===== src/rtl/panel_link_ctrl.sv =====
module panel_link_ctrl #(
  parameter int DIV = 4
) (
  input  logic       clk,
  input  logic       rst_n,
  input  logic       start,
  input  logic [6:0] char_code,
  input  logic [2:0] module_sel,
  input  logic [1:0] digit_sel,
  input  logic [7:0] led_pattern,
  output logic       busy,
  output logic       done,
  output logic [7:0] buttons,
  output logic       ser_data,
  output logic       ser_clk,
  output logic       ser_strobe,
  input  logic       btn_in
);
  localparam int CW = (DIV > 1) ? $clog2(DIV) : 1;
  localparam int WBITS = 25;

  typedef enum logic [1:0] {S_IDLE, S_SHIFT, S_STROBE, S_READ} st_t;

  st_t         st;
  logic [CW-1:0] divc;
  logic        ph, pass;
  logic [4:0]  idx;
  logic [6:0]  ch_q;
  logic [2:0]  mod_q;
  logic [1:0]  dig_q;
  logic [7:0]  led_q, wr, rxf;
  logic [6:0]  rx;
  logic [WBITS-1:0] word;

  wire tick = (divc == CW'(DIV - 1));

  assign wr = pass ? 8'hFF : ~(8'b1 << mod_q);
  assign word = {ch_q[6], wr[7:4], dig_q[0], dig_q[1], ch_q[4], ch_q[5],
                 ~led_q[7:4], ch_q[0], ch_q[1], ch_q[2], ch_q[3],
                 ~led_q[3:0], wr[3:0]};
  assign rxf = {btn_in, rx};

  assign busy       = (st != S_IDLE);
  assign ser_clk    = ph && (st == S_SHIFT || st == S_READ);
  assign ser_strobe = (st == S_STROBE) && !ph;
  assign ser_data   = (st == S_SHIFT) ? word[idx] : 1'b0;

  always_ff @(posedge clk) begin
    if (!rst_n) begin
      st <= S_IDLE; divc <= '0; ph <= 1'b0; pass <= 1'b0; idx <= '0;
      rx <= '0; buttons <= '0; done <= 1'b0;
      ch_q <= '0; mod_q <= '0; dig_q <= '0; led_q <= '0;
    end else begin
      done <= 1'b0;
      if (st == S_IDLE) begin
        if (start) begin
          ch_q <= char_code; mod_q <= module_sel;
          dig_q <= digit_sel; led_q <= led_pattern;
          st <= S_SHIFT; pass <= 1'b0; idx <= 5'(WBITS - 1);
          ph <= 1'b0; divc <= '0;
        end
      end else begin
        divc <= tick ? '0 : divc + 1'b1;
        if (tick) begin
          if (!ph) ph <= 1'b1;
          else begin
            ph <= 1'b0;
            case (st)
              S_SHIFT:
                if (idx == 0) st <= S_STROBE;
                else idx <= idx - 1'b1;
              S_STROBE:
                if (!pass) begin
                  pass <= 1'b1; idx <= 5'(WBITS - 1); st <= S_SHIFT;
                end else begin
                  st <= S_READ; rx <= {6'b0, btn_in}; idx <= 5'd1;
                end
              S_READ:
                if (idx == 5'd7) begin
                  st <= S_IDLE; done <= 1'b1;
                  buttons <= {rxf[4], rxf[5], rxf[6], rxf[0],
                              rxf[1], rxf[2], rxf[3], rxf[7]};
                end else begin
                  rx[idx[2:0]] <= btn_in;
                  idx <= idx + 1'b1;
                end
              default: st <= S_IDLE;
            endcase
          end
        end
      end
    end
  end
endmodule


===== config.mk =====
export PLATFORM = sky130hd
export DESIGN_NAME = panel_link_ctrl
export DESIGN_NICKNAME = d
export VERILOG_FILES = /design/src/rtl/panel_link_ctrl.sv
export SDC_FILE = /design/constraint.sdc
export NUM_CORES = 1
export LEC_CHECK = 0
export ABC_AREA = 1
export ABC_CLOCK_PERIOD_IN_PS = 2200
export BUFFER_PORTS_ARGS = -buffer_cell sky130_fd_sc_hd__buf_2
export CORE_MARGIN = 3
export CORE_UTILIZATION = 54
export CTS_CLUSTER_DIAMETER = 60
export DETAILED_ROUTE_END_ITERATION = 16
export PLACE_DENSITY = 0.75
export SYNTH_ARGS = -nofsm -noshare
export SYNTH_HDL_FRONTEND = slang
export SYNTH_SLANG_ARGS = --single-unit

===== constraint.sdc =====
create_clock -name clk -period 2.2 [get_ports clk]
set_clock_uncertainty 0.1 [all_clocks]
set_input_delay 0.11 -clock clk [delete_from_list [all_inputs] [get_ports clk]]
set_output_delay 0.11 -clock clk [all_outputs]
set_load 0.02 [all_outputs]

==> run_results.csv <==
group,metric,value,unit
critical_path,ff2ff_path_depth,10,
critical_path,endpoint_kind,"register",
layout,num-nets-final,449,
sta,rsz0062_at_grt,"false",
routing,wirelength,5790,um
cts,cts_root_buffer,"clkbuf_8",
layout,diodes,0,
min_path,worstHoldEndpoint,"led_q[6]",
cts,htreeDepth,2,
routing,wire_per_inst,12.4,um
pwr,internal_power,1920,uW
place,placed_area,2660,um2
min_path,hp-start,"led_pattern[6]",
sta,finalSetupTns,0,ns
layout,drive_gt1_frac,0.168,
pwr,powerDensity,1110,nW/um2
critical_path,crit_path_max_incr_delay,0.41,ns
layout,area_growth,21.1,%
synthesis,syn_avg_cell_area,6.81,um2
critical_path,r2r_slack,0.29,ns
place,place_congestion,0.941,
synthesis,syn_area,2460,um2
synthesis,ys_warn_count,0,
routing,drt_pass1_iterations,4,
routing,drcViolationCount,0,
cts,cts_tree,"built",
die,die_h,73.5,um
cts,cts_made_buffers,5,
critical_path,crit_chain,"inv_1, ha_1, inv_2, nand3_4, nand2_2, o21ai_2, nor2_4, nand2_1, nor2_1, nor2_1",
layout,fin_util,0.708,
critical_path,path_max_fanout,8,
sta,hold_viol,0,
outcome,status,"completed",
run,max-cap-violations,0,
pwr,vdd_drop_max,580,uV
critical_path,arrival,2.01,ns
global_routing,grt_max_degree,27,
pwr,pwr-share-seq,0.364,
layout,finish.instance_area,2980,um2
sta,setup_viol,0,
sta,max_freq,524,MHz
sta,slew_violations,0,
place,dp_hpwl,3980,um
routing,drt.antenna.violating_nets,0,
critical_path,regToRegEndpoint,"idx[3]",
cts,clkTransAtPathRegs,0.09,ns
synthesis,syn_inst,361,
critical_path,crit_top_cell,"nor2_1",
global_routing,grt_pass1_vias,2076,
pwr,swShare,0.418,
synthesis,synth-seq-cells,47,
synthesis,synth-seq-area-share,0.383,
die,die_width,73.5,um
synthesis,synth_nets,395,
sta,relSlewSlack,0.702,
critical_path,slowest_stage,"dfxtp_1",
synthesis,yosys.cell_types.count,29,
cts,worst_skew_pair.late_latency,0.30,ns
pwr,power_frac_comb,0.437,
global_routing,antenna_found_initial,0,
sta,worst_pin_slew,0.446,ns
critical_path,critPathRequiredTime,2.30,ns
routing,vias,2339,
die,floorplan.io_pins,37,
sta,period_share,0.868,
die,dieArea,5400,um2
global_routing,groute.usage.overall,0.228,
routing,drtIter0Drc,164,
die,rows,23,
global_routing,grt_remaining_overflow,0,
routing,vias_per_cell,5.02,
global_routing,grt_pass1_wl,9550,um
min_path,hold_class,"primary input to register",
critical_path,timing.rr.start,"st[0]",
die,initial_core_util,0.585,
min_path,hold_depth,3,
pwr,p_leak,0.00141,uW
critical_path,crit_type,"register to register",
critical_path,critPathLaunchType,"register",
place,port_buffers,36,
pwr,pwr-share-clk,0.199,
cts,clock-sinks,47,
pwr,power_switching,1380,uW
sta,fin_crit,1.91,ns
cts,cts.path.max_buffers,2,
die,core_area,4200,um2
synth_stat cells:
cell type	n	area [um2]
buf_6	2	22.5
buf_2	3	15.0
clkbuf_1	6	22.5
fa_1	1	20.0
ha_1	9	113
o21ai_2	1	8.76
xnor2_1	2	17.5
buf_4	3	22.5
nor3_1	3	15.0
nand3b_1	4	30.0
a21oi_1	24	120
nand3_4	1	17.5
nand3_1	19	95.1
nand3_2	1	10.0
o21ai_1	2	10.0
nand4_1	2	12.5
inv_1	23	86.3
nor2_1	70	263
nand2_2	4	25.0
a211oi_1	2	15.0
xor2_1	1	8.76
o21ai_0	32	160
nor2_2	3	18.8
inv_2	5	18.8
or2_2	1	6.26
nand2_1	86	323
o21a_1	1	7.51
dfxtp_1	47	941
nor2_4	3	33.8
timing repair:
item	in CTS	in global routing
gates resized for setup	0	2
hold buffers	20	0
endpoints found under the hold margin	22	0
setup endpoints to repair	0	1
buffers inserted	0	0
through the flow:
stage	std cells	hold WS [ns]	worst slack, ns	total power [uW]
final	466	0.00478	0.291	3300
after global routing	466	0.0505	0.0774	3570
after CTS	466	0.00192	0.141	3300
after detailed placement	438	0.264	0.321	2610
after global placement	438	0.258	0.400	2580
after floorplan	361	0.145	0.350	2310
sequential cells by signal, summed over array words and instances (netlist names), 2 cells and up:
name,flops
rx,7
dig_q,2
mod_q,3
led_q,8
st,2
buttons,8
idx,5
ch_q,7
divc,2
kinds of logic after synthesis:
group | count (synthesis) | synth area share
AOI/OAI and AO/OA | 62 | 0.131
xor gates and xnor gates | 3 | 0.0107
adders and majority gates | 10 | 0.0539
buffers and inverters | 42 | 0.0763
DFF | 47 | 0.383
and+or+nand+nor | 197 | 0.346
worst max path at each step:
| stage | startpoint | end | slack, ns | depth (start not counted) |
|---|---|---|---|---|
| 6_report | st[0] | idx[3] | 0.29 | 10 |
| 5_1_grt | st[0] | idx[3] | 0.08 | 10 |
| 4_1_cts | idx[1] | ser_data | 0.14 | 9 |
| 3_5_place_dp | st[0] | idx[3] | 0.32 | 10 |
| 3_3_place_gp | st[0] | idx[3] | 0.40 | 10 |
| 2_1_floorplan | st[0] | idx[2] | 0.35 | 9 |
layout make-up:
type | count | area (um2)
fillers | 360 | 1220
well taps | 50 | 62.6
clock buffers | 6 | 82.6
inverters | 28 | 105
multi-input cells | 272 | 1330
repair buffers | 61 | 418
clock inverters | 2 | 35.0
flip-flops and latches | 47 | 943
layer usage:
layer / global-route usage / up-vias / wire length, um
met1: 0.299 / 1036 / 2770
met4: 0.0664 / 0 / 85
met5: 0 / - / 0
met3: 0.0492 / 8 / 158
li1: - / 1263 / -
met2: 0.375 / 32 / 2780
critical path, delay by kind of cell, from the launching register on:
family / cells / cell delay [ns]
flip-flops: 1 / 0.41
buffers and inverters: 2 / 0.23
AND/OR/NAND/NOR: 6 / 0.69
AO/OA/AOI/OAI: 1 / 0.09
adder cells (fa/ha/maj): 1 / 0.27
cells in the final DEF, fill, tap and decap left out, drive strengths merged:
cell,n
a211oi,2
or2,1
o21ai,35
bufinv,1
o21a,1
nand4,2
xor2,1
ha,9
a21oi,24
dlygate4sd3,20
nand2,90
clkinv,1
nor2,76
buf,41
nand3,21
dfxtp,47
clkbuf,6
xnor2,2
nand3b,4
inv,28
fa,1
nor3,3
power groups by stage:
stage,combinational [uW],sequential (uW),clock [uW]
3_5_place_dp,1390,1220,0
5_1_grt,1640,1230,702
4_1_cts,1430,1200,666
2_1_floorplan,1180,1130,0
6_report,1440,1200,655
3_3_place_gp,1380,1210,0
Power figures use the tool's default switching activity.
